===== src/rtl/mul_pkg.sv =====
package mul_pkg;
    localparam int OP_W   = 16;
    localparam int PROD_W = 2 * OP_W;

    typedef enum logic {
        ST_IDLE  = 1'b0,
        ST_VALID = 1'b1
    } out_state_t;
endpackage


===== src/rtl/mul_opgate.sv =====
module mul_opgate #(
    parameter int W = 16
) (
    input  logic         half_prec,
    input  logic [W-1:0] op_in,
    output logic [W-1:0] op_out
);
    localparam int LOW_W = W / 2;

    // Low half is held at zero in reduced precision so low adders stay quiet.
    always_comb begin
        op_out = op_in;
        if (half_prec) begin
            op_out[LOW_W-1:0] = '0;
        end
    end
endmodule


===== src/rtl/mul_bw_array.sv =====
module mul_bw_array #(
    parameter int W = 16
) (
    input  logic [W-1:0]   mcand,
    input  logic [W-1:0]   mplier,
    output logic [2*W-1:0] prod
);
    localparam int PW = 2 * W;
    localparam logic [PW-1:0] CORR = (PW'(1) << W) | (PW'(1) << (PW - 1));

    logic [PW-1:0] row_v [W];
    logic [PW-1:0] acc   [W+1];

    assign acc[0] = CORR;

    for (genvar j = 0; j < W; j++) begin : g_row
        logic [W-1:0] pp;
        for (genvar i = 0; i < W; i++) begin : g_bit
            // Exactly one sign bit involved: complemented (NAND form).
            if ((i == W - 1) != (j == W - 1)) begin : g_inv
                assign pp[i] = ~(mcand[i] & mplier[j]);
            end else begin : g_pos
                assign pp[i] = mcand[i] & mplier[j];
            end
        end
        assign row_v[j]  = PW'(pp) << j;
        assign acc[j+1]  = acc[j] + row_v[j];
    end

    assign prod = acc[W];
endmodule


===== src/rtl/mul_outstage.sv =====
module mul_outstage
    import mul_pkg::*;
#(
    parameter int PW      = 32,
    parameter bit REG_OUT = 1'b1
) (
    input  logic          clk,
    input  logic          rst_n,
    input  logic          in_valid,
    input  logic [PW-1:0] prod_in,
    output logic          out_valid,
    output logic [PW-1:0] prod_out
);
    if (REG_OUT) begin : g_reg
        out_state_t state_q, state_d;
        logic [PW-1:0] prod_q;

        always_comb begin
            state_d = state_q;
            unique case (state_q)
                ST_IDLE:  state_d = in_valid ? ST_VALID : ST_IDLE;
                ST_VALID: state_d = in_valid ? ST_VALID : ST_IDLE;
                default:  state_d = ST_IDLE;
            endcase
        end

        always_ff @(posedge clk) begin
            if (!rst_n) state_q <= ST_IDLE;
            else        state_q <= state_d;
        end

        always_ff @(posedge clk) begin
            if (!rst_n)        prod_q <= '0;
            else if (in_valid) prod_q <= prod_in;
        end

        always_comb begin
            out_valid = (state_q == ST_VALID);
            prod_out  = prod_q;
        end

        // valid follows accepted input by one cycle
        a_r5_valid_latency: assert property (@(posedge clk) disable iff (!rst_n)
            in_valid |=> out_valid);
        // no valid without a preceding accepted input
        a_r5_no_spurious_valid: assert property (@(posedge clk) disable iff (!rst_n)
            !in_valid |=> !out_valid);
        // product held while idle
        a_r6_hold_product: assert property (@(posedge clk) disable iff (!rst_n)
            !in_valid |=> $stable(prod_out));
    end else begin : g_comb
        always_comb begin
            out_valid = in_valid;
            prod_out  = prod_in;
        end
    end
endmodule


===== src/rtl/prec_scalable_mul.sv =====
module prec_scalable_mul
    import mul_pkg::*;
#(
    parameter bit REG_OUT = 1'b1
) (
    input  logic              clk,
    input  logic              rst_n,
    input  logic              in_valid,
    input  logic              half_prec,
    input  logic [OP_W-1:0]   op_a,
    input  logic [OP_W-1:0]   op_b,
    output logic              out_valid,
    output logic [PROD_W-1:0] product
);
    localparam int LOW_W = OP_W / 2;

    logic [OP_W-1:0]   a_gated, b_gated;
    logic [PROD_W-1:0] raw_prod;

    mul_opgate #(.W(OP_W)) i_gate_a (
        .half_prec (half_prec),
        .op_in     (op_a),
        .op_out    (a_gated)
    );

    mul_opgate #(.W(OP_W)) i_gate_b (
        .half_prec (half_prec),
        .op_in     (op_b),
        .op_out    (b_gated)
    );

    mul_bw_array #(.W(OP_W)) i_array (
        .mcand  (a_gated),
        .mplier (b_gated),
        .prod   (raw_prod)
    );

    mul_outstage #(.PW(PROD_W), .REG_OUT(REG_OUT)) i_out (
        .clk       (clk),
        .rst_n     (rst_n),
        .in_valid  (in_valid),
        .prod_in   (raw_prod),
        .out_valid (out_valid),
        .prod_out  (product)
    );

    if (REG_OUT) begin : g_chk
        logic signed [PROD_W-1:0] ref_full;
        always_comb ref_full = PROD_W'($signed(op_a) * $signed(op_b));

        // full-precision result matches a signed reference product
        a_r1_full_product: assert property (@(posedge clk) disable iff (!rst_n)
            (in_valid && !half_prec) |=> (product == $past(ref_full)));
        // low half of a reduced-precision result is zero
        a_r2_half_low_zero: assert property (@(posedge clk) disable iff (!rst_n)
            (in_valid && half_prec) |=> (product[2*LOW_W-1:0] == '0));
    end
endmodule


===== config.mk =====
export PLATFORM = sky130hd
export DESIGN_NAME = prec_scalable_mul
export DESIGN_NICKNAME = d
export VERILOG_FILES = /design/src/rtl/mul_pkg.sv /design/src/rtl/mul_opgate.sv /design/src/rtl/mul_bw_array.sv /design/src/rtl/mul_outstage.sv /design/src/rtl/prec_scalable_mul.sv
export SDC_FILE = /design/constraint.sdc
export NUM_CORES = 1
export LEC_CHECK = 0
export BUFFER_PORTS_ARGS = -buffer_cell sky130_fd_sc_hd__buf_4
export CAP_MARGIN = 40
export CORE_MARGIN = 2
export CORE_UTILIZATION = 40
export CTS_BUF_LIST = sky130_fd_sc_hd__clkbuf_16
export DETAILED_ROUTE_END_ITERATION = 16
export GPL_TIMING_DRIVEN = 0
export PLACE_DENSITY_LB_ADDON = 0.15
export SLEW_MARGIN = 0
export SYNTH_ARGS = -nofsm -noshare
export SYNTH_HDL_FRONTEND = slang
export SYNTH_SLANG_ARGS = --single-unit
export TNS_END_PERCENT = 100

===== constraint.sdc =====
create_clock -name clk -period 7.03 [get_ports clk]
set_clock_uncertainty 0.15 [all_clocks]
set_input_delay 0.703 -clock clk [delete_from_list [all_inputs] [get_ports clk]]
set_output_delay 0.703 -clock clk [all_outputs]
set_load 0.02 [all_outputs]

# After elaboration in Yosys (flattened, before gate mapping)
# Index checks and enable logic that the tools add are counted.
[word_totals] inputBits=36 latchBits=0 romBits=0 register_bits=33 mem_bits_rw=0 memories=0
[classes] magnitude_cmp=0 div_mod_pow=0 n_eq_ne=0 muxes=3 n_addsub=16 multipliers=0 bitwise=286 shift=0 reduce_logical=0
[op_table] cell="$and 1x1->1" n=256
[op_table] cell="$add 32x16->32 const A" n=1
[op_table] cell="$add 32x17->32" n=1
[op_table] cell="$add 32x18->32" n=1
[op_table] cell="$add 32x19->32" n=1
[op_table] cell="$add 32x20->32" n=1
[op_table] cell="$add 32x21->32" n=1
[op_table] cell="$add 32x22->32" n=1
[op_table] cell="$add 32x23->32" n=1
[op_table] cell="$add 32x24->32" n=1
[op_table] cell="$add 32x25->32" n=1
[op_table] cell="$add 32x26->32" n=1
[op_table] cell="$add 32x27->32" n=1
[op_table] cell="$add 32x28->32" n=1
[op_table] cell="$add 32x29->32" n=1
[op_table] cell="$add 32x30->32" n=1
[op_table] cell="$add 32x31->32" n=1
[op_table] cell="$not 1->1" n=30
[op_table] cell="$mux 8" n=2
[op_table] cell="$mux 1" n=1

# Longest topological paths before layout
[logic_depth] ltp_word=19 depth_mapped=24 depth_no_buf=21

# Cells and area by module
# Synthesis repeated with hierarchy kept, for this count alone.
[unflattened] hier_cells=1062 area_unflattened_um2=9679.3
[modules_own_cells] mod="mul_bw_array" instances=1 area_each_um2=8189.1 cells_each=925
[modules_own_cells] mod="mul_outstage" instances=1 area_each_um2=1270.0 cells_each=105
[modules_own_cells] mod="mul_opgate" instances=2 area_each_um2=110.1 cells_each=16

# Worst setup path after synthesis
# OpenSTA, ideal clock, no wires.
[synth_path] path_type="in2reg" from="in half_prec" to="reg i_out.g_reg.prod_q[29], in the netlist i_out.prod_out[29]" t_arrival_ns=6.198 setup_ns=0.127 n_path_buf=3 slack_ns=0.555 path_stages=23 t_required_ns=6.753 cell_sequence="clkbuf_1 nor2b_1 clkbuf_1 nand2_1 fa_1 inv_1 fa_1 inv_1 fa_1 inv_1 fa_1 fa_1 inv_1 fa_1 inv_1 ha_1 buf_2 a21o_1 a31o_2 a21oi_2 a211oi_2 o21ai_1 or3b_1"
[synth_between] elab_chain_len=19 word_cells_on_any_way=226
[synth_lines] element="start, declared" line_no="prec_scalable_mul.sv:9" rtl="input logic half_prec,"
[synth_lines] element="$mux 8" line_no="mul_opgate.sv:13" rtl="if (half_prec) begin"
[synth_lines] element="$and 1x1->1" line_no="mul_bw_array.sv:21" rtl="assign pp[i] = ~(mcand[i] & mplier[j]);"
[synth_lines] element="$not 1->1" line_no="mul_bw_array.sv:21"
[synth_lines] element="$add 32x16->32" line_no="mul_bw_array.sv:27" rtl="assign acc[j+1] = acc[j] + row_v[j];"
[synth_lines] element="$add 32x17->32" line_no="mul_bw_array.sv:27"
[synth_lines] element="$add 32x18->32" line_no="mul_bw_array.sv:27"
[synth_lines] element="$add 32x19->32" line_no="mul_bw_array.sv:27"
[synth_lines] element="$add 32x20->32" line_no="mul_bw_array.sv:27"
[synth_lines] element="(+3 left out)"
[synth_lines] element="$add 32x24->32" line_no="mul_bw_array.sv:27"
[synth_lines] element="$add 32x25->32" line_no="mul_bw_array.sv:27"
[synth_lines] element="$add 32x26->32" line_no="mul_bw_array.sv:27"
[synth_lines] element="$add 32x27->32" line_no="mul_bw_array.sv:27"
[synth_lines] element="$add 32x28->32" line_no="mul_bw_array.sv:27"
[synth_lines] element="$add 32x29->32" line_no="mul_bw_array.sv:27"
[synth_lines] element="$add 32x30->32" line_no="mul_bw_array.sv:27"
[synth_lines] element="$add 32x31->32 (*)" line_no="mul_bw_array.sv:27"
[synth_lines] element="end signal, assigned" line_no="mul_outstage.sv:34" rtl="else if (in_valid) prod_q <= prod_in;"
[synth_lines] element="end, declared" line_no="mul_outstage.sv:16" rtl="logic [PW-1:0] prod_q;"
# Mark *: on every way between the ends. The rest lies on a longest branch, timed or not.
# A chain may end at the register's enable or synchronous reset.

# Worst setup path after layout
# Ends and elaborated chain as after synthesis.

==> out/metrics.yaml <==
outcome:
  status: "complete, no violations"
placement:
  portBuffers: 67
  place_congestion: 0.840
  dpl_cell_area_um2: 10500
  place_hpwl_um: 20900
worst_setup_path:
  critPathLaunch: "half_prec"
  critPathKind: "primary input to flop"
  r2r_start: "i_out.prod_out[29]"
  cp-start-kind: "primary input"
  path_max_fanout: 10
  worstPathRequired_ps: 7040
  reg2reg_depth: 3
  cp-end-kind: "flop"
  critPathSlowestCell: "fa_1"
  timing.critical_path.mode_cell: "fa_1"
  cp_num_buf_inv: 9
  cp_cell_sequence: "buf_4 -> buf_2 -> nor2b_4 -> buf_2 -> nand2_1 -> fa_1 -> inv_1 -> fa_1 -> inv_1 -> fa_1 -> inv_1 -> fa_1 -> fa_1 -> inv_1 -> fa_1 -> inv_1 -> ha_1 -> buf_2 -> a21o_1 -> a31o_2 -> a21oi_2 -> a211oi_2 -> o21ai_1 -> or3b_1"
  crit_path_max_incr_delay_ps: 530
  arrival_ps: 6760
  cp_top_family: "adder cells"
  worstSetupPathDepth: 24
floorplanning:
  die_w_um: 159
  rows: 56
  start_util_pct: 40.8
  core_region_area_um2: 23500
  die_y_um: 159
  pin_count: 69
  die-area_um2: 25200
routing:
  drc: 0
  wirelength_um: 24000
  antenna_left: 0
  first_pass_iters: 5
  post_drt_wl_per_cell_um: 16.5
  vias: 7332
  vias_per_cell: 5.05
  drtIter0Drc: 364
yosys:
  avgSynthCellArea_um2: 9.04
  synthArstFlopShare_pct: 0
  synth_edf_count: 0
  ys_seq_area_share_pct: 6.90
  syn_area_um2: 9580
  synth_cell_type_count: 56
  synth-seq-cells: 33
  synthFlopType: "dfxtp_1"
  synth_cells: 1059
  synth.net_count: 1388
  yosys_warnings: 0
power:
  p_comb_share_pct: 89.6
  p_sw_mw: 2.78
  peakVddDrop_v: 0.000432
  intPower_mw: 2.18
  seqPwrFrac_pct: 5.5
  p_per_area_nw_per_um2: 464
  power_leakage_nw: 5.34
  pwr-share-clk_pct: 4.9
  netSwitchingFraction_pct: 56.1
final_layout:
  final_core_util_pct: 45.5
  nFillCells: 2424
  multi_input_area_um2: 8070
  layout-drive-gt1-share_pct: 10.1
  antenna_cells: 0
  register_area_um2: 661
  final_common_cell: "fa_1"
  area_growth_pct: 11.6
  finalInstanceArea_um2: 10700
  most-common-layout-cells: "198 x fa_1, 188 x inv_1, 176 x nand2_1"
  nNetsFinal: 1462
hold_path:
  hold_depth: 2
  min_from: "i_out.prod_out[26]"
  hold_path_class: "flop to flop"
cts:
  cts-root-buf: "clkbuf_16"
  htree_levels: 2
  clockBufferDepth: 2
  clk_latency_ps: 280
  clkSlewWorstSetupHoldPaths_ps: 60
  clock-sinks: 33
  cts_buffers: 5
  cts_hold_buffers: 0
  cts_setup_buffers: 0
  cts_tree: "built"
sta:
  rsz0062_at_grt: "no"
  tns_ps: 0
  max-slew-margin-rel_pct: 58.1
  period_share_pct: 95.9
  max_freq_mhz: 148
  worst_pin_slew_ps: 629
  setup_viol: 0
  finalHoldViolations: 0
  fin_crit_ps: 6740
  slew_viol_final: 0
grt:
  grt_pass1_vias: 7439
  overflow: 0
  grt_max_degree: 11
  grt_antenna_before_repair: 0
  grt_pass1_wl_um: 39200
  grt_use_total_pct: 19.6
flow_run:
  cap_violations: 0
[Yosys cell counts (4+ instances only)]
library cell  count  area (um^2)
and3_1            4         25.0
a21oi_1          31          155
nor3_1            5         25.0
xor2_1            4         35.0
o21a_1            6         45.0
nand4_1           4         25.0
nor2_1           24         90.1
a21o_1            8         60.1
fa_1            198         3960
xnor2_1          10         87.6
and2_1          108          676
a21oi_2           4         35.0
ha_1             95         1190
mux2i_1          15          150
dfxtp_1          33          661
clkbuf_1         39          146
inv_1           187          702
nand2_1         176          661
o21ai_0          13         65.1
nor2b_1          19          119
o21ai_1           5         25.0
o211ai_1          5         37.5
nand3_1           9         45.0
[worst paths after layout]
| check | end | slack [ps] |
|---|---|---|
| setup / recovery | i_out.prod_out[29] | 290 |
| hold / removal | i_out.prod_out[26] | 300 |
| setup reg to reg | i_out.prod_out[29] | 5970 |
| hold reg to reg | i_out.prod_out[26] | 300 |
[power groups by stage]
stage	clock network (mW)	logic, mW	registers (mW)
final	0.242	4.44	0.273
after global routing	0.260	5.03	0.279
after CTS	0.248	4.51	0.274
after detailed placement	0	4.47	0.278
after global placement	0	4.46	0.277
after floorplan	0	3.38	0.333
[tightest hold or removal path, delay by kind of cell (launching register included)]
family             cells  cell delay [ps]
DFF                    1              310
and+or+nand+nor        1               50
AOI/OAI and AO/OA      1               50
[sequential cells by signal, indices dropped and copies added, names as in the netlist]
register / cells
i_out.prod_out: 32
i_out.out_valid: 1
[through the flow]
stage	worst slack [ps]	power, mW	std cells	hold WS [ps]
final	286	4.96	1453	300
after global routing	16.0	5.57	1453	333
after CTS	8.73	5.03	1453	306
after detailed placement	-581	4.75	1445	297
after global placement	-601	4.74	1445	292
after floorplan	555	3.71	1059	373
[logic make-up after synthesis]
family / count (synthesis) / synth area share (%)
flip-flops: 33 / 6.90
buffers and inverters: 233 / 9.20
AO/OA/AOI/OAI: 110 / 8.96
XOR/XNOR: 14 / 1.28
AND/OR/NAND/NOR: 361 / 18.3
adder cells (fa/ha/maj): 293 / 53.8
multiplexers: 15 / 1.57
[repair_timing]
item | 4_1_cts | 5_1_grt
gates cloned | 0 | 0
gates resized for setup | 8 | 19
hold endpoints to repair | 0 | 0
setup endpoints to repair | 12 | 11
[per-layer routing]
metal / up-vias / global-route usage (%) / routed length, um
met5: - / 0 / 0
met2: 104 / 33.4 / 12100
met3: 16 / 2.46 / 673
met1: 3788 / 27.1 / 10900
met4: 0 / 3.13 / 306
li1: 3424 / - / -
[layout make-up]
cell class              count  area share [%]
inverters                 189            6.64
clock buffers               5            1.17
well taps                 319            3.73
plain buffers              44            1.71
clock inverters             3           0.351
multi-input cells         793            75.5
flip-flops and latches     33            6.18
repair buffers             67            4.71
Note: power is estimated with default switching activity, not from simulation.
